<file path="src/rtl/wpc_pkg.sv">
package wpc_pkg;

    typedef enum logic [1:0] {
        CH_SELF = 2'b00,
        CH_AND  = 2'b01,
        CH_OR   = 2'b10,
        CH_RSVD = 2'b11
    } chain_mode_e;

    localparam logic [1:0] ADDR_CHAIN = 2'd0;
    localparam logic [1:0] ADDR_CTRL  = 2'd1;
    localparam logic [1:0] ADDR_CNT0  = 2'd2;
    localparam logic [1:0] ADDR_CNT1  = 2'd3;

    // One stage of the serial watchpoint chain.
    function automatic logic chain_step(chain_mode_e mode, logic src,
                                        logic prev, logic has_prev);
        logic res;
        case (mode)
            CH_SELF: res = src;
            CH_AND:  res = has_prev & src & prev;
            CH_OR:   res = has_prev & (src | prev);
            default: res = 1'b0;
        endcase
        return res;
    endfunction

endpackage

</file>
<file path="src/rtl/wpc_chain.sv">
module wpc_chain
    import wpc_pkg::*;
#(
    parameter  int unsigned N_MP = 8,
    localparam int unsigned N_WP = N_MP + 2
) (
    input  logic [N_MP-1:0]   mp_vec,
    input  logic [2*N_WP-1:0] chain_q,
    input  logic [1:0]        cnt_hit,
    output logic [N_MP-1:0]   wp_lo,
    output logic [1:0]        wp_hi
);

    // Matchpoint-driven stages, evaluated in ascending order.
    always_comb begin
        logic prev;
        logic cur;
        prev  = 1'b0;
        wp_lo = '0;
        for (int i = 0; i < int'(N_MP); i++) begin
            cur      = chain_step(chain_mode_e'(chain_q[2*i +: 2]), mp_vec[i],
                                  prev, (i != 0));
            wp_lo[i] = cur;
            prev     = cur;
        end
    end

    // Counter-driven stages follow the last matchpoint stage.
    always_comb begin
        wp_hi[0] = chain_step(chain_mode_e'(chain_q[2*N_MP +: 2]), cnt_hit[0],
                              wp_lo[N_MP-1], 1'b1);
        wp_hi[1] = chain_step(chain_mode_e'(chain_q[2*(N_MP+1) +: 2]), cnt_hit[1],
                              wp_hi[0], 1'b1);
    end

endmodule

</file>
<file path="src/rtl/wpc_counter.sv">
module wpc_counter #(
    parameter  int unsigned N_MP   = 8,
    parameter  int unsigned CNT_W  = 16,
    localparam int unsigned DATA_W = 2 * CNT_W,
    localparam int unsigned PC_W   = $clog2(N_MP + 1)
) (
    input  logic              clk,
    input  logic              rst,
    input  logic              wr_en,
    input  logic [DATA_W-1:0] wr_data,
    input  logic              step_en,
    input  logic [N_MP-1:0]   routed,
    output logic [DATA_W-1:0] reg_q,
    output logic              hit
);

    typedef struct packed {
        logic [CNT_W-1:0] match;
        logic [CNT_W-1:0] count;
    } cnt_reg_t;

    cnt_reg_t         q;
    logic [PC_W-1:0]  pc;
    logic [CNT_W-1:0] count_after;

    always_comb begin
        pc = '0;
        for (int i = 0; i < int'(N_MP); i++) begin
            pc = pc + PC_W'(routed[i]);
        end
    end

    assign count_after = step_en ? (q.count + CNT_W'(pc)) : q.count;
    assign hit         = (count_after == q.match);
    assign reg_q       = q;

    always_ff @(posedge clk) begin
        if (rst) begin
            q <= '0;
        end else if (wr_en) begin
            q <= cnt_reg_t'(wr_data);
        end else begin
            q.count <= count_after;
        end
    end

    AST_CNT_HOLD_IDLE: assert property (@(posedge clk) disable iff (rst)
        (!step_en && !wr_en) |=> $stable(q.count));

    AST_CNT_STEP_BOUND: assert property (@(posedge clk) disable iff (rst)
        (step_en && !wr_en) |=> ((q.count - $past(q.count)) <= CNT_W'(N_MP)));

    AST_CNT_WRITE_WINS: assert property (@(posedge clk) disable iff (rst)
        wr_en |=> (reg_q == $past(wr_data)));

endmodule

</file>
<file path="src/rtl/wpc_regs.sv">
module wpc_regs #(
    parameter  int unsigned N_MP    = 8,
    localparam int unsigned N_WP    = N_MP + 2,
    localparam int unsigned CHAIN_W = 2 * N_WP,
    localparam int unsigned CFG_W   = 2 + N_MP + N_WP
) (
    input  logic               clk,
    input  logic               rst,
    input  logic               chain_we,
    input  logic               cfg_we,
    input  logic [CHAIN_W-1:0] chain_wdata,
    input  logic [CFG_W-1:0]   cfg_wdata,
    input  logic [N_WP-1:0]    new_hits,
    output logic [CHAIN_W-1:0] chain_q,
    output logic [1:0]         cnt_en,
    output logic [N_MP-1:0]    route,
    output logic [N_WP-1:0]    brk_en,
    output logic [N_WP-1:0]    status
);

    typedef struct packed {
        logic [N_WP-1:0] brk;
        logic [N_MP-1:0] route;
        logic [1:0]      cen;
    } cfg_t;

    cfg_t cfg_q;

    always_ff @(posedge clk) begin
        if (rst) begin
            chain_q <= '0;
            cfg_q   <= '0;
            status  <= '0;
        end else begin
            if (chain_we) chain_q <= chain_wdata;
            if (cfg_we)   cfg_q   <= cfg_t'(cfg_wdata);
            status <= (cfg_we ? '0 : status) | new_hits;
        end
    end

    assign cnt_en = cfg_q.cen;
    assign route  = cfg_q.route;
    assign brk_en = cfg_q.brk;

    AST_STATUS_STICKY: assert property (@(posedge clk) disable iff (rst)
        !cfg_we |=> ((status & $past(status)) == $past(status)));

    AST_HIT_SETS_STATUS: assert property (@(posedge clk) disable iff (rst)
        (new_hits != '0) |=> ((status & $past(new_hits)) == $past(new_hits)));

endmodule

</file>
<file path="src/rtl/wp_chain_brk.sv">
module wp_chain_brk
    import wpc_pkg::*;
#(
    parameter int unsigned N_MP   = 8,
    parameter int unsigned DATA_W = 32
) (
    input  logic              clk,
    input  logic              rst,
    input  logic              dbg_en,
    input  logic              cpu_in_reset,
    input  logic [N_MP-1:0]   mp_vec,
    input  logic              mp_any,
    input  logic              reg_we,
    input  logic [1:0]        reg_addr,
    input  logic [DATA_W-1:0] reg_wdata,
    output logic [DATA_W-1:0] reg_rdata,
    output logic              brk_req
);

    localparam int unsigned N_WP    = N_MP + 2;
    localparam int unsigned CNT_W   = DATA_W / 2;
    localparam int unsigned CHAIN_W = 2 * N_WP;
    localparam int unsigned CFG_W   = 2 + N_MP + N_WP;

    logic [CHAIN_W-1:0] chain_q;
    logic [1:0]         cnt_en;
    logic [N_MP-1:0]    route;
    logic [N_WP-1:0]    brk_en;
    logic [N_WP-1:0]    status;
    logic [N_WP-1:0]    new_hits;
    logic [N_MP-1:0]    wp_lo;
    logic [1:0]         wp_hi;
    logic [1:0]         cnt_hit;
    logic [1:0]         cnt_we;
    logic [DATA_W-1:0]  cnt_q [2];
    logic               armed;
    logic               active;

    // Evaluation gate: enabled, core out of reset, a match present,
    // and something configured to consume the result.
    assign armed  = (|brk_en) | (|route);
    assign active = dbg_en & ~cpu_in_reset & mp_any & armed;

    assign cnt_we[0] = reg_we && (reg_addr == ADDR_CNT0);
    assign cnt_we[1] = reg_we && (reg_addr == ADDR_CNT1);

    wpc_regs #(.N_MP(N_MP)) i_regs (
        .clk         (clk),
        .rst         (rst),
        .chain_we    (reg_we && (reg_addr == ADDR_CHAIN)),
        .cfg_we      (reg_we && (reg_addr == ADDR_CTRL)),
        .chain_wdata (reg_wdata[CHAIN_W-1:0]),
        .cfg_wdata   (reg_wdata[CFG_W-1:0]),
        .new_hits    (new_hits),
        .chain_q     (chain_q),
        .cnt_en      (cnt_en),
        .route       (route),
        .brk_en      (brk_en),
        .status      (status)
    );

    wpc_chain #(.N_MP(N_MP)) i_chain (
        .mp_vec  (mp_vec),
        .chain_q (chain_q),
        .cnt_hit (cnt_hit),
        .wp_lo   (wp_lo),
        .wp_hi   (wp_hi)
    );

    for (genvar g = 0; g < 2; g++) begin : g_cnt
        logic [N_MP-1:0] sel;
        assign sel = (g == 0) ? ~route : route;

        wpc_counter #(.N_MP(N_MP), .CNT_W(CNT_W)) i_counter (
            .clk     (clk),
            .rst     (rst),
            .wr_en   (cnt_we[g]),
            .wr_data (reg_wdata),
            .step_en (active & cnt_en[g]),
            .routed  (wp_lo & sel),
            .reg_q   (cnt_q[g]),
            .hit     (cnt_hit[g])
        );
    end

    assign new_hits = active ? ({wp_hi, wp_lo} & brk_en) : '0;

    always_ff @(posedge clk) begin
        if (rst) begin
            brk_req <= 1'b0;
        end else begin
            brk_req <= |new_hits;
        end
    end

    always_comb begin
        case (reg_addr)
            ADDR_CHAIN: reg_rdata = DATA_W'(chain_q);
            ADDR_CTRL:  reg_rdata = DATA_W'({status, brk_en, route, cnt_en});
            ADDR_CNT0:  reg_rdata = cnt_q[0];
            default:    reg_rdata = cnt_q[1];
        endcase
    end

    AST_QUIET_WHEN_OFF: assert property (@(posedge clk) disable iff (rst)
        (!dbg_en || cpu_in_reset || !mp_any) |=> !brk_req);

    AST_REQ_HAS_STATUS: assert property (@(posedge clk) disable iff (rst)
        brk_req |-> (status != '0));

    AST_NO_ARM_NO_REQ: assert property (@(posedge clk) disable iff (rst)
        (brk_en == '0) |=> !brk_req);

endmodule

</file>
<file path="config.mk">
export PLATFORM = sky130hd
export DESIGN_NAME = wp_chain_brk
export DESIGN_NICKNAME = d
export VERILOG_FILES = /design/src/rtl/wpc_pkg.sv /design/src/rtl/wpc_chain.sv /design/src/rtl/wpc_counter.sv /design/src/rtl/wpc_regs.sv /design/src/rtl/wp_chain_brk.sv
export SDC_FILE = /design/constraint.sdc
export NUM_CORES = 1
export LEC_CHECK = 0
export BUFFER_PORTS_ARGS = -buffer_cell sky130_fd_sc_hd__buf_2
export CORE_AREA = 2 2 147 149
export DETAILED_ROUTE_END_ITERATION = 16
export DIE_AREA = 0 0 149 151
export PLACE_DENSITY = 0.48
export SYNTH_ARGS = -nofsm -noshare
export SYNTH_HDL_FRONTEND = slang
export SYNTH_SLANG_ARGS = --single-unit
export TNS_END_PERCENT = 20
</file>
<file path="constraint.sdc">
create_clock -name clk -period 8.65 [get_ports clk]
set_input_delay 1.73 -clock clk [delete_from_list [all_inputs] [get_ports clk]]
set_output_delay 1.73 -clock clk [all_outputs]
set_load 0.02 [all_outputs]
</file>
-- Yosys cells after proc, flatten, opt, wreduce, memory -nomap -nowiden
Index checks and enable logic that the tools add are counted.
- bitwise gates (word level): 30
- div/mod/pow operators: 0
- muxes and demuxes: 17
- add/subtract/negate cells: 16
- $lt $le $gt $ge: 0
- shift operators: 0
- equality and inequality tests: 23
- reductions and logical operators: 18
- multiply operators: 0
- operator list (kind ; count):
    one-hot mux 32 bit (3 select lines) ; 1
    2-to-1 mux 16 bit ; 4
    adder 4 x 1 -> 4 bit ; 12
    adder 16 x 4 -> 16 bit ; 2
    == test 16 bit ; 2
    one-hot mux 1 bit (3 select lines) ; 9
    == test 2 bit, second input constant ; 11
    zero test 2 bit ; 11
    == test 2 x 1 -> 1 bit, second input constant ; 10
    2-to-1 mux 10 bit ; 2
    OR reduction 10 bit ; 2
    AND 8 bit ; 2
    AND 1 bit ; 14
    AND 10 bit ; 1
    bitwise OR 1 bit ; 10
    bitwise OR 10 bit ; 1
    NOT 8 bit ; 1
    OR reduction 8 bit ; 1
    adder 1 x 1 -> 2 bit ; 2
    logical AND 1 bit ; 4
    2-to-1 mux 1 bit ; 1
    NOT 1 bit ; 1
- bits in latches: 0
- memories kept: 0
- input port bits: 48
- memory bits (read-only): 0
- memory bits (writable): 0
- word-level logic and storage cells: 114
- register bits after elaboration: 115

-- Longest topological paths before layout
Gate-level depths: netlist of run 1.
- depth after elaboration: 34
- mapped depth: 24
- gate-level depth less buffers: 24

-- By module
Synthesis of run 1 repeated with hierarchy kept, for this count alone.
- cell total of the unflattened synthesis: 878
- area total of the unflattened synthesis: 7698.6 µm²
- by module, submodules not included (module ; area an instance (µm²) ; instances ; cells each):
    wpc_counter at g_cnt[0].i_counter ; 2228.4 ; 1 ; 268
    wpc_counter at g_cnt[1].i_counter ; 2217.1 ; 1 ; 263
    wpc_regs ; 1780.5 ; 1 ; 171
    wp_chain_brk ; 1078.5 ; 1 ; 115
    wpc_chain ; 394.1 ; 1 ; 61

-- Least setup slack after synthesis of run 1
No wires, ideal clock.
- kind: input port to flip-flop
- start point: input port mp_vec[3]
- end point: register brk_req
- data arrival time: 7348 ps
- stages: 21
- path slack: 1215 ps
- cell sequence: nor2b_1 a221oi_1 a2bb2oi_2 and2_1 or2_2 nand2b_1 fa_1 fa_1 fa_1 fa_1 fa_1 nand2b_1 a21o_1 a2111oi_4 o2bb2ai_1 or4b_1 nor4_1 nand4_1 o311ai_1 a221oi_1 o31ai_1
- word-level cells in the longest chain between the ends: 22
- elaborated cells between the ends (all ways): 42
- ends and longest elaborated chain (item ; RTL line ; source):
    start, declared ; wp_chain_brk.sv:11 ; input logic [N_MP-1:0] mp_vec,
    bitwise OR 1 bit / AND 1 bit (equally long branches) ; wpc_pkg.sv:22, wpc_pkg.sv:21 ;
    one-hot mux 1 bit (3 select lines) (*) ; wpc_pkg.sv:19 ; case (mode)
    branches (longest 17 deep; another with adder 16 x 4 -> 16 bit) ; - ;
    AND 10 bit (*) ; wp_chain_brk.sv:86 ; assign new_hits = active ? ({wp_hi, wp_lo} & brk_en) : '0;
    2-to-1 mux 10 bit (*) ; wp_chain_brk.sv:86 ;
    OR reduction 10 bit (*) ; wp_chain_brk.sv:92 ; brk_req <= |new_hits;
    end signal, assigned ; wp_chain_brk.sv:92 ;
    end, declared ; wp_chain_brk.sv:17 ; output logic brk_req
Every way passes the cells marked *.
A chain may end at the register's enable or synchronous reset.

-- Final worst setup path of run 1
- start point: input port mp_vec[0]
- end point: register brk_req
- word-level cells in the longest chain between the ends: 27
- elaborated cells between the ends (all ways): 53
- ends and longest elaborated chain (item ; RTL line):
    2-to-1 mux 1 bit (*) ; wpc_pkg.sv:19
    branches (longest 23 deep; another with adder 16 x 4 -> 16 bit) ; -
    AND 10 bit (*) ; wp_chain_brk.sv:86
    2-to-1 mux 10 bit (*) ; wp_chain_brk.sv:86
    OR reduction 10 bit (*) ; wp_chain_brk.sv:92
Marks and branches as above.

==> metrics.txt, run 1 <==
# TYPE chip_impl_metric gauge
chip_impl_info{name="status",value="finished, final reports clean"} 1
chip_impl_metric{name="storage_element_area",unit="µm²"} 2300
chip_impl_metric{name="drt-wirelength-per-cell",unit="µm"} 22.2
chip_impl_info{name="hold_class",value="reg2reg"} 1
chip_impl_info{name="timing.setup.critical_path_class",value="in2reg"} 1
chip_impl_metric{name="chipHeight",unit="µm"} 151
chip_impl_metric{name="min_period",unit="ps"} 7870
chip_impl_info{name="worstSetupStartpointType",value="input pin"} 1
chip_impl_metric{name="synth_warnings",unit=""} 0
chip_impl_metric{name="gp_congestion",unit=""} 0.900
chip_impl_metric{name="layout-drive-gt1-share",unit="%"} 18.2
chip_impl_metric{name="multi_input_area",unit="µm²"} 4600
chip_impl_metric{name="power",unit="mW"} 1.66
chip_impl_metric{name="critPathArrivalTime",unit="ps"} 8210
chip_impl_metric{name="worst_slew_margin_rel",unit="%"} 28.7
chip_impl_metric{name="synthesis.nets",unit=""} 950
chip_impl_metric{name="num_io_pins",unit=""} 81
chip_impl_metric{name="grt_pass1_wl",unit="mm"} 40.8
chip_impl_metric{name="groute.usage.overall",unit="%"} 24.8
chip_impl_metric{name="swShare",unit="%"} 28.8
chip_impl_metric{name="cts_sinks",unit=""} 115
chip_impl_metric{name="drt_iter0_drc",unit=""} 572
chip_impl_metric{name="power.static_leakage",unit="nW"} 3.15
chip_impl_metric{name="routed_wirelength",unit="mm"} 27.2
chip_impl_metric{name="cts.path.max_buffers",unit=""} 2
chip_impl_metric{name="num_rows",unit=""} 53
chip_impl_metric{name="dieArea",unit="µm²"} 22500
chip_impl_metric{name="layout.filler_cells",unit=""} 2158
chip_impl_metric{name="ratio_of_final_minimum_period_to_clock_period",unit="%"} 91.0
chip_impl_metric{name="n_antenna_cell",unit=""} 0
chip_impl_metric{name="vias_per_cell",unit=""} 5.56
chip_impl_metric{name="cts_resized",unit=""} 0
chip_impl_metric{name="max_clock_freq",unit="MHz"} 127
chip_impl_metric{name="synth_enable_flop_cells",unit=""} 0
chip_impl_metric{name="die_width",unit="µm"} 149
chip_impl_metric{name="netlist_instances",unit=""} 878
chip_impl_metric{name="antenna_found_initial",unit=""} 0
chip_impl_metric{name="async_flop_share",unit="%"} 0
chip_impl_metric{name="area_growth_syn_to_layout",unit="%"} 17.5
chip_impl_metric{name="clkSlewWorstSetupHoldPaths",unit="ps"} 60
chip_impl_info{name="end_kind",value="flop"} 1
chip_impl_metric{name="p_int",unit="mW"} 1.18
chip_impl_metric{name="dr.pass1.iters",unit=""} 5
chip_impl_info{name="rsz0062_at_grt",value="false"} 1
chip_impl_info{name="most_used_cells_in_the_layout_excluding_fill_and_tap_cells",value="nand2_1, dfxtp_1, a21oi_1, buf_2, nor2_1"} 1
chip_impl_metric{name="finish.net_count",unit=""} 1009
chip_impl_metric{name="critical_path_required",unit="ps"} 8990
chip_impl_metric{name="fp.coreArea",unit="µm²"} 20800
chip_impl_info{name="clock_tree.root_cell",value="clkbuf_16"} 1
chip_impl_metric{name="irDropWorstVdd",unit="V"} 0.000119
chip_impl_metric{name="power_density",unit="nW/µm²"} 196
chip_impl_metric{name="drt.antenna.violating_nets",unit=""} 0
chip_impl_metric{name="timing.final.hold_violations",unit=""} 0
chip_impl_metric{name="drt_drc_violations_left",unit=""} 0
chip_impl_metric{name="clock_tree.htree_level_count",unit=""} 4
chip_impl_metric{name="vias",unit=""} 6815
chip_impl_metric{name="crit_path_max_fanout",unit=""} 5
chip_impl_metric{name="worstRegToRegCells",unit=""} 21
chip_impl_metric{name="grt_remaining_overflow",unit=""} 0
chip_impl_metric{name="synth_area_per_inst",unit="µm²"} 8.25
chip_impl_metric{name="fin_skew",unit="ps"} 6.60
chip_impl_metric{name="setup_repair_bufs_after_cts",unit=""} 0
chip_impl_metric{name="synth.distinct_cells",unit=""} 75
chip_impl_metric{name="port_buffers",unit=""} 80
chip_impl_metric{name="synth-seq-area-share",unit="%"} 31.8
chip_impl_metric{name="total_of_hold_buffers_inserted_after_clock_tree_synthesis",unit=""} 0
chip_impl_metric{name="p_switching",unit="mW"} 0.479
chip_impl_metric{name="max-cap-violations",unit=""} 0
chip_impl_metric{name="timing.hold.worst_path_depth",unit=""} 2
chip_impl_metric{name="clock_latency_on_the_worst_skew_pair",unit="ps"} 430
chip_impl_metric{name="power.clock.fraction",unit="%"} 47.5
chip_impl_metric{name="pwr-share-seq",unit="%"} 34.9
chip_impl_metric{name="yosys_register_bits",unit=""} 115
chip_impl_info{name="layout_commonest_cell",value="nand2_1"} 1
chip_impl_metric{name="cts_made_buffers",unit=""} 17
chip_impl_metric{name="vias_in_the_first_global_route",unit=""} 6544
chip_impl_metric{name="detailedPlacementHpwl",unit="mm"} 20.3
chip_impl_info{name="synth-main-ff-cell",value="dfxtp_1"} 1
chip_impl_info{name="cts_tree",value="built"} 1
chip_impl_metric{name="grt_max_degree",unit=""} 82
chip_impl_metric{name="final_max_slew_viol_count",unit=""} 0
chip_impl_metric{name="setup_viol",unit=""} 0
chip_impl_metric{name="tightest_slew",unit="ps"} 1070
chip_impl_metric{name="initial_core_utilization",unit="%"} 34.8
chip_impl_metric{name="comb_power_share",unit="%"} 17.6
chip_impl_metric{name="finalSetupTns",unit="ps"} 0
chip_impl_metric{name="fin_worst_hold_slack",unit="ps"} 466
chip_impl_metric{name="syn_area",unit="µm²"} 7240
-- flip-flops by register name, summed over array words and instances, names as in the netlist --
register	count
g_cnt.i_counter.reg_q	64
i_regs.chain_q	20
i_regs.status	10
i_regs.cnt_en	2
i_regs.brk_en	10
i_regs.route	8
brk_req	1
-- per-layer routing --
metal	vias up	track usage [%]	wire (µm)
li1	3242	-	-
met2	265	38.1	12100
met1	3256	33.9	12200
met4	0	11.6	1050
met3	52	4.64	1900
met5	-	0	0
-- per-stage QoR --
stage               area, µm²  setup slack, ps  util [%]  std cells
finish                   8510              776      40.9       1225
global route             8510              350      40.9       1225
CTS                      8510              830      40.9       1225
detailed placement       7860              408      37.7       1193
global placement         7860              566      37.7       1193
floorplan                7240             1220         -        878
-- area by class of cell --
cell class | count | area share, %
Clock buffer | 19 | 5.21
Clock inverter | 13 | 2.43
Inverter | 31 | 1.37
Multi-Input combinational cell | 680 | 54.1
Sequential cell | 115 | 27.1
Tap cell | 275 | 4.04
Timing Repair Buffer | 92 | 5.79
-- final timing paths --
kind | endpoint | slack [ps] | startpoint
max | brk_req$_SDFF_PP0_ | 780 | mp_vec[0]
min | i_regs.status[2]$_SDFF_PP0_ | 470 | i_regs.status[2]$_SDFF_PP0_
max reg2reg | brk_req$_SDFF_PP0_ | 1770 | i_regs.chain_q[0]$_SDFFE_PP0P_
min reg2reg | i_regs.status[2]$_SDFF_PP0_ | 470 | i_regs.status[2]$_SDFF_PP0_
-- cell usage after synthesis (all sizes together) (4+ instances only) --
cell type / count / area share [%]
nand3b: 7 / 0.73
o22ai: 5 / 0.43
clkbuf: 39 / 2.0
nor4: 6 / 0.78
xor2: 17 / 2.1
ha: 14 / 2.4
o21ai: 16 / 1.1
nand2: 181 / 9.4
mux2i: 7 / 0.97
and3: 10 / 0.86
nor2b: 13 / 1.1
nor3b: 5 / 0.59
inv: 31 / 1.6
nand4: 7 / 0.60
buf: 13 / 1.2
mux4: 20 / 6.2
a22o: 10 / 1.2
a2111oi: 7 / 1.5
fa: 10 / 2.8
dfxtp: 115 / 32
a211oi: 30 / 3.1
xnor2: 30 / 3.6
nand3: 12 / 0.83
and2: 8 / 0.69
o2111ai: 4 / 0.57
a22oi: 4 / 0.41
nor2: 65 / 3.4
a221oi: 4 / 0.48
nand2b: 14 / 1.2
a21oi: 95 / 6.6
nor3: 9 / 0.62
a32oi: 5 / 0.60
or2: 4 / 0.35
mux2: 10 / 1.6
-- power by group through the flow --
stage	Clock (mW)	Combinational [mW]	Sequential, mW
2_1_floorplan	0	0.208	0.575
3_3_place_gp	0	0.292	0.592
3_5_place_dp	0	0.292	0.591
4_1_cts	0.799	0.293	0.580
5_1_grt	0.819	0.323	0.582
6_report	0.790	0.293	0.581
-- cell families after synthesis --
logic type | count (synthesis) | share of synthesized area, %
and+or+nand+nor | 353 | 22.6
DFF | 115 | 31.8
AOI/OAI and AO/OA | 216 | 20.2
buffers and inverters | 83 | 4.87
muxes | 37 | 8.74
adders and majority gates | 24 | 5.18
xor gates and xnor gates | 50 | 6.62
-- critical path: stages --
cell	delay (ps)
buf_2	70
nor3b_2	330
o21ai_1	170
o21ai_0	240
a21oi_1	130
o22ai_1	340
nand2b_1	130
fa_1	510
fa_1	520
fa_1	480
fa_1	490
fa_1	440
nand2b_1	200
a21o_1	260
a2111oi_4	380
o2bb2ai_1	110
or4b_1	520
nor4_1	300
nand4_1	240
o311ai_1	350
a221oi_1	160
o31ai_1	90
Power figures use the tool's default switching activity.
==> run 2: changes to the inputs <==
Settings changed: ABC_AREA from default to 1, CORE_AREA 2 2 147 149 to 2 2 143 145, DIE_AREA 0 0 149 151 to 0 0 145 147.
==> metrics.txt, run 2 <==
# TYPE chip_impl_metric gauge
chip_impl_metric{name="port_buffers",unit=""} 80
chip_impl_metric{name="setup_repair_bufs_after_cts",unit=""} 0
chip_impl_metric{name="final_cell_area",unit="µm²"} 8030
chip_impl_metric{name="dieArea",unit="µm²"} 21300
chip_impl_metric{name="p_switching",unit="mW"} 0.492
chip_impl_metric{name="irDropWorstVdd",unit="V"} 0.000129
chip_impl_metric{name="synth_warnings",unit=""} 0
chip_impl_metric{name="post_dp_cell_area",unit="µm²"} 7410
chip_impl_metric{name="setup_viol",unit=""} 0
chip_impl_metric{name="total_of_hold_buffers_inserted_after_clock_tree_synthesis",unit=""} 0
chip_impl_info{name="critPathTopFamily",value="simple AND/OR/NAND/NOR gates"} 1
chip_impl_metric{name="max-cap-violations",unit=""} 0
chip_impl_metric{name="vias_in_the_first_global_route",unit=""} 6396
chip_impl_metric{name="clock_latency_on_the_worst_skew_pair",unit="ps"} 430
chip_impl_metric{name="antenna_found_initial",unit=""} 0
chip_impl_info{name="yosys-top-cells-area",value="dfxtp_1, o21ai_0, a21oi_1, nand2_1, inv_1"} 1
chip_impl_metric{name="initial_core_utilization",unit="%"} 34.2
chip_impl_metric{name="vias",unit=""} 6707
chip_impl_metric{name="cts_made_buffers",unit=""} 17
chip_impl_metric{name="worst_slew_margin_rel",unit="%"} 37.5
chip_impl_metric{name="comb_power_share",unit="%"} 17.3
chip_impl_metric{name="drt.antenna.violating_nets",unit=""} 0
chip_impl_info{name="netlist.top_cell.by_area",value="dfxtp_1"} 1
chip_impl_metric{name="fp.coreArea",unit="µm²"} 19800
chip_impl_metric{name="final_max_slew_viol_count",unit=""} 0
chip_impl_metric{name="chipHeight",unit="µm"} 147
chip_impl_metric{name="grt_remaining_overflow",unit=""} 0
chip_impl_metric{name="max_clock_freq",unit="MHz"} 147
chip_impl_info{name="hold_class",value="reg2reg"} 1
chip_impl_metric{name="die_width",unit="µm"} 145
chip_impl_metric{name="clkSlewWorstSetupHoldPaths",unit="ps"} 60
chip_impl_metric{name="tightest_slew",unit="ps"} 938
chip_impl_metric{name="p_int",unit="mW"} 1.11
chip_impl_info{name="most_used_cells_in_the_layout_excluding_fill_and_tap_cells",value="nand2_1, o21ai_0, inv_1, a21oi_1, dfxtp_1"} 1
chip_impl_metric{name="power.clock.fraction",unit="%"} 46.7
chip_impl_info{name="post-synth-top-count-cell",value="nand2_1"} 1
chip_impl_metric{name="groute.usage.overall",unit="%"} 24.3
chip_impl_metric{name="pwr-share-seq",unit="%"} 36.1
chip_impl_metric{name="area_growth_syn_to_layout",unit="%"} 18.2
chip_impl_metric{name="gp_congestion",unit=""} 0.902
chip_impl_metric{name="storage_element_area",unit="µm²"} 2300
chip_impl_metric{name="power_density",unit="nW/µm²"} 200
chip_impl_metric{name="drt_drc_violations_left",unit=""} 0
chip_impl_info{name="layout_commonest_cell",value="nand2_1"} 1
chip_impl_metric{name="grt_max_degree",unit=""} 93
chip_impl_metric{name="fin_worst_hold_slack",unit="ps"} 470
chip_impl_metric{name="ratio_of_final_minimum_period_to_clock_period",unit="%"} 78.8
chip_impl_metric{name="drt-wirelength-per-cell",unit="µm"} 19.9
chip_impl_metric{name="drt_iter0_drc",unit=""} 476
chip_impl_metric{name="critPathArrivalTime",unit="ps"} 7170
chip_impl_metric{name="number_of_flip_flops_under_the_largest_register_name",unit=""} 64
chip_impl_metric{name="finalSetupTns",unit="ps"} 0
chip_impl_metric{name="path_buf_inv",unit=""} 2
chip_impl_metric{name="cts.path.max_buffers",unit=""} 2
chip_impl_info{name="clock_tree.root_cell",value="clkbuf_16"} 1
chip_impl_metric{name="dr.pass1.iters",unit=""} 7
chip_impl_info{name="synth-main-ff-cell",value="dfxtp_1"} 1
chip_impl_metric{name="grt_pass1_wl",unit="mm"} 38.8
chip_impl_metric{name="num_rows",unit=""} 52
chip_impl_metric{name="fin_skew",unit="ps"} 9.08
chip_impl_metric{name="cts_sinks",unit=""} 115
chip_impl_metric{name="synth-seq-area-share",unit="%"} 33.9
chip_impl_info{name="worstSetupStartpointType",value="input pin"} 1
chip_impl_metric{name="min_period",unit="ps"} 6820
chip_impl_info{name="critical-path-slowest-cell",value="fa_1"} 1
chip_impl_info{name="cts_tree",value="built"} 1
chip_impl_metric{name="detailedPlacementHpwl",unit="mm"} 19.7
chip_impl_metric{name="swShare",unit="%"} 30.6
chip_impl_info{name="rsz0062_at_grt",value="false"} 1
chip_impl_metric{name="async_flop_share",unit="%"} 0
chip_impl_metric{name="synth.distinct_cells",unit=""} 47
chip_impl_metric{name="crit_path_max_fanout",unit=""} 6
chip_impl_metric{name="power.static_leakage",unit="nW"} 3.30
chip_impl_metric{name="synth_enable_flop_cells",unit=""} 0
chip_impl_metric{name="yosys_register_bits",unit=""} 115
chip_impl_metric{name="multi_input_area",unit="µm²"} 3790
chip_impl_metric{name="n_antenna_cell",unit=""} 0
chip_impl_metric{name="clock_tree.htree_level_count",unit=""} 4
chip_impl_metric{name="layout.filler_cells",unit=""} 2165
chip_impl_info{name="end_kind",value="flop"} 1
chip_impl_metric{name="utilization",unit="%"} 40.5
chip_impl_metric{name="synth_area_per_inst",unit="µm²"} 7.08
chip_impl_metric{name="cts_resized",unit=""} 0
chip_impl_info{name="timing.setup.critical_path_class",value="in2reg"} 1
chip_impl_metric{name="syn_area",unit="µm²"} 6790
chip_impl_metric{name="layout-drive-gt1-share",unit="%"} 16.2
chip_impl_metric{name="critical_path_required",unit="ps"} 9000
chip_impl_metric{name="delay_contributed_by_the_slowest_stage_of_the_critical_path",unit="ps"} 520
chip_impl_info{name="status",value="finished, final reports clean"} 1
chip_impl_metric{name="finish.net_count",unit=""} 1093
chip_impl_metric{name="netlist_instances",unit=""} 959
chip_impl_info{name="critical_path.most_common_cell",value="nand2_1"} 1
chip_impl_metric{name="num_io_pins",unit=""} 81
chip_impl_metric{name="vias_per_cell",unit=""} 5.14
chip_impl_metric{name="power",unit="mW"} 1.61
chip_impl_metric{name="synthesis.nets",unit=""} 1031
chip_impl_metric{name="routed_wirelength",unit="mm"} 25.9
chip_impl_info{name="yosys-top-cells-count",value="nand2_1, inv_1, o21ai_0"} 1
chip_impl_metric{name="synth_top_area_share",unit="%"} 33.9
chip_impl_metric{name="timing.final.hold_violations",unit=""} 0
run 2: kinds of logic after synthesis:
| logic type | Yosys count | share of synthesized area [%] |
|---|---|---|
| AND/OR/NAND/NOR | 291 | 20.0 |
| AO/OA/AOI/OAI | 293 | 23.5 |
| adder cells (fa/ha/maj) | 24 | 5.53 |
| buffers and inverters | 184 | 10.3 |
| XOR/XNOR | 52 | 6.82 |
| flip-flops | 115 | 33.9 |
run 2: worst reg2reg max path: cells and delay by family (launching register included):
family                     cells  cell delay [ps]
DFF                            1              320
and+or+nand+nor               26             2470
xor gates and xnor gates       2              220
buffers and inverters          1               80
AOI/OAI and AO/OA              4              600
adders and majority gates      5             2210
run 2: cell type report:
type | instances | area share (%)
clock buffer | 18 | 5.47
timing repair buffer | 87 | 5.64
clock inverter | 14 | 2.20
multi-input combinational | 660 | 47.3
inverter | 140 | 6.55
tap | 270 | 4.21
sequential | 115 | 28.7
run 2: path summary, 6_finish.rpt:
path | from | to | slack [ps] | depth (start not counted)
max reg2reg | i_regs.chain_q[0]$_SDFFE_PP0P_ | brk_req$_SDFF_PP0_ | 2700 | 38
min | i_regs.status[9]$_SDFF_PP0_ | i_regs.status[9]$_SDFF_PP0_ | 470 | 2
max | mp_vec[0] | brk_req$_SDFF_PP0_ | 1830 | 38
min reg2reg | i_regs.status[9]$_SDFF_PP0_ | i_regs.status[9]$_SDFF_PP0_ | 470 | 2
run 2: power by group through the flow:
stage	logic, mW	clock network, mW	registers [mW]
3_3_place_gp	0.276	0	0.591
3_5_place_dp	0.277	0	0.590
6_report	0.278	0.750	0.579
2_1_floorplan	0.190	0	0.582
5_1_grt	0.311	0.774	0.582
4_1_cts	0.278	0.753	0.579
run 2: layer usage:
| metal | wire length, µm | vias up | track usage (%) |
|---|---|---|---|
| li1 | - | 3314 | - |
| met1 | 12000 | 3115 | 32.5 |
| met2 | 11700 | 239 | 39.5 |
| met3 | 1530 | 39 | 5.00 |
| met4 | 624 | 0 | 7.48 |
| met5 | 0 | - | 0 |
run 2: through the flow:
step	setup slack, ps	instances
floorplan	2130	959
global placement	1580	1272
detailed placement	1440	1272
CTS	1870	1304
global route	1240	1304
finish	1830	1304
==> run 3: changes to the inputs <==
Settings changed: PLACE_DENSITY 0.48 to 0.5.
Clock period 8.65 ns to 6.2 ns, I/O delays scaled along.
==> metrics.txt, run 3 (synthesized netlist as in run 2, its figures left out) <==
# TYPE chip_impl_metric gauge
chip_impl_info{name="status",value="complete, but fails checks"} 1
chip_impl_info{name="violations",value="negative setup slack"} 1
chip_impl_metric{name="timing.hold.worst_path_depth",unit=""} 2
chip_impl_metric{name="vias",unit=""} 6994
chip_impl_metric{name="total_of_hold_buffers_inserted_after_clock_tree_synthesis",unit=""} 0
chip_impl_metric{name="grt_max_degree",unit=""} 58
chip_impl_metric{name="final_cell_area",unit="µm²"} 8580
chip_impl_info{name="most_used_cells_in_the_layout_excluding_fill_and_tap_cells",value="o21ai_0, inv_1, nand2_1, dfxtp_1, a21oi_1"} 1
chip_impl_metric{name="dieArea",unit="µm²"} 21300
chip_impl_metric{name="vias_per_cell",unit=""} 5.16
chip_impl_metric{name="clock_tree.htree_level_count",unit=""} 4
chip_impl_metric{name="num_rows",unit=""} 52
chip_impl_metric{name="min_period",unit="ps"} 6380
chip_impl_metric{name="num_io_pins",unit=""} 81
chip_impl_metric{name="finalSetupTns",unit="ps"} -429
chip_impl_metric{name="grt_remaining_overflow",unit=""} 0
chip_impl_metric{name="fin_worst_hold_slack",unit="ps"} 469
chip_impl_metric{name="timing.final.hold_violations",unit=""} 0
chip_impl_metric{name="critPathArrivalTime",unit="ps"} 6740
chip_impl_metric{name="routed_wirelength",unit="mm"} 26.2
chip_impl_info{name="critical_path.most_common_cell",value="nand2_2"} 1
chip_impl_metric{name="irDropWorstVdd",unit="V"} 0.000181
chip_impl_info{name="worstSetupStartpointType",value="input pin"} 1
chip_impl_info{name="whs_endpoint",value="i_regs.status[1]$_SDFF_PP0_"} 1
chip_impl_info{name="crit-reg2reg-capture",value="i_regs.status[8]$_SDFF_PP0_"} 1
chip_impl_metric{name="power",unit="mW"} 2.29
chip_impl_metric{name="initial_core_utilization",unit="%"} 34.2
chip_impl_metric{name="n_antenna_cell",unit=""} 0
chip_impl_metric{name="cts.path.max_buffers",unit=""} 2
chip_impl_metric{name="worst_slew_margin_rel",unit="%"} 35.9
chip_impl_metric{name="final_max_slew_viol_count",unit=""} 0
chip_impl_metric{name="drt-wirelength-per-cell",unit="µm"} 19.3
chip_impl_metric{name="delay_contributed_by_the_slowest_stage_of_the_critical_path",unit="ps"} 600
chip_impl_metric{name="port_buffers",unit=""} 80
chip_impl_metric{name="layoutNonFillerInstCount",unit=""} 1356
chip_impl_metric{name="rrSetupSlack",unit="ps"} 170
chip_impl_metric{name="placed_cells",unit=""} 1319
chip_impl_metric{name="post_dp_cell_area",unit="µm²"} 7760
chip_impl_metric{name="storage_element_area",unit="µm²"} 2300
chip_impl_metric{name="detailedPlacementHpwl",unit="mm"} 19.8
chip_impl_info{name="cts_tree",value="built"} 1
chip_impl_metric{name="clkSlewWorstSetupHoldPaths",unit="ps"} 60
chip_impl_metric{name="layout-drive-gt1-share",unit="%"} 23.7
chip_impl_metric{name="max-cap-violations",unit=""} 0
chip_impl_metric{name="dr.pass1.iters",unit=""} 8
chip_impl_info{name="clock_tree.root_cell",value="clkbuf_16"} 1
chip_impl_metric{name="preCtsSetupSlack",unit="ps"} -673
chip_impl_metric{name="die_width",unit="µm"} 145
chip_impl_metric{name="cts_made_buffers",unit=""} 17
chip_impl_info{name="end_kind",value="flop"} 1
chip_impl_metric{name="area_growth_syn_to_layout",unit="%"} 26.3
chip_impl_metric{name="finish.net_count",unit=""} 1145
chip_impl_info{name="timing.setup.critical_path_class",value="in2reg"} 1
chip_impl_metric{name="chipHeight",unit="µm"} 147
chip_impl_metric{name="vias_in_the_first_global_route",unit=""} 6520
chip_impl_info{name="cp-startpoint",value="mp_vec[0]"} 1
chip_impl_metric{name="number_of_flip_flops_under_the_largest_register_name",unit=""} 64
chip_impl_metric{name="worstRegToRegCells",unit=""} 36
chip_impl_metric{name="clock_latency_on_the_worst_skew_pair",unit="ps"} 430
chip_impl_info{name="rsz0062_at_grt",value="true"} 1
chip_impl_metric{name="utilization",unit="%"} 43.2
chip_impl_info{name="layout_commonest_cell",value="o21ai_0"} 1
chip_impl_info{name="critical-path-slowest-cell",value="fa_2"} 1
chip_impl_metric{name="ratio_of_final_minimum_period_to_clock_period",unit="%"} 103
chip_impl_info{name="r2r-start",value="i_regs.chain_q[0]$_SDFFE_PP0P_"} 1
chip_impl_metric{name="drt_drc_violations_left",unit=""} 0
chip_impl_metric{name="grt_pass1_wl",unit="mm"} 39.3
chip_impl_metric{name="gp_congestion",unit=""} 0.951
chip_impl_metric{name="cts_sinks",unit=""} 115
chip_impl_metric{name="crit_path_max_fanout",unit=""} 3
chip_impl_metric{name="fin_skew",unit="ps"} 9.92
chip_impl_info{name="hold_class",value="reg2reg"} 1
chip_impl_metric{name="setup_viol",unit=""} 3
chip_impl_metric{name="tightest_slew",unit="ps"} 960
chip_impl_metric{name="max_clock_freq",unit="MHz"} 157
chip_impl_metric{name="critical_path_required",unit="ps"} 6560
chip_impl_metric{name="drt_iter0_drc",unit=""} 620
chip_impl_metric{name="drt.antenna.violating_nets",unit=""} 0
chip_impl_metric{name="layout.filler_cells",unit=""} 2104
chip_impl_metric{name="groute.usage.overall",unit="%"} 24.3
chip_impl_metric{name="antenna_found_initial",unit=""} 0
chip_impl_metric{name="multi_input_area",unit="µm²"} 3980
chip_impl_info{name="hold_path.startpoint",value="i_regs.status[1]$_SDFF_PP0_"} 1
chip_impl_metric{name="power.static_leakage",unit="nW"} 3.58
chip_impl_metric{name="power_density",unit="nW/µm²"} 266
chip_impl_metric{name="fp.coreArea",unit="µm²"} 19800
chip_impl_metric{name="postLayoutSetupSlackWorst",unit="ps"} -183
## run 3: where the power goes
group	switching (mW)	internal [mW]
clock	0.413	0.572
combinational	0.291	0.201
sequential	0.0328	0.776
## run 3: critical path, delay by kind of cell
family	cells	cell delay (ps)
AO/OA/AOI/OAI	4	510
XOR/XNOR	1	180
adder cells (fa/ha/maj)	5	2270
buffers and inverters	4	370
AND/OR/NAND/NOR	22	2130
## run 3: final cells by class
class / instances / share of cell area [%]
Tap cell: 270 / 3.94
Clock buffer: 18 / 5.12
Clock inverter: 14 / 1.65
Multi-Input combinational cell: 660 / 46.4
Inverter: 140 / 6.13
Sequential cell: 115 / 26.8
Timing Repair Buffer: 139 / 9.95
## run 3: per-layer routing
| metal | track usage [%] | share of wire [%] | wire [µm] | up-vias |
|---|---|---|---|---|
| met5 | 0 | 0 | 0 | - |
| met4 | 7.13 | 2.2 | 585 | 0 |
| met3 | 4.38 | 6.5 | 1700 | 40 |
| met2 | 38.3 | 45 | 11800 | 250 |
| met1 | 34.2 | 46 | 12100 | 3270 |
| li1 | - | - | - | 3434 |
## run 3: what timing repair did
| action | in CTS | in global routing |
|---|---|---|
| pin swaps | 7 | 37 |
| buffers inserted | 0 | 5 |
| setup endpoints to repair | 3 | 3 |
| resized for setup | 8 | 38 |
## run 3: worst max-delay path by stage
stage                                   to  depth (start not counted)
3_5_place_dp            brk_req$_SDFF_PP0_                         36
3_3_place_gp   i_regs.status[9]$_SDFF_PP0_                         38
6_report       i_regs.status[8]$_SDFF_PP0_                         36
2_1_floorplan           brk_req$_SDFF_PP0_                         37
5_1_grt        i_regs.status[8]$_SDFF_PP0_                         36
4_1_cts                 brk_req$_SDFF_PP0_                         42
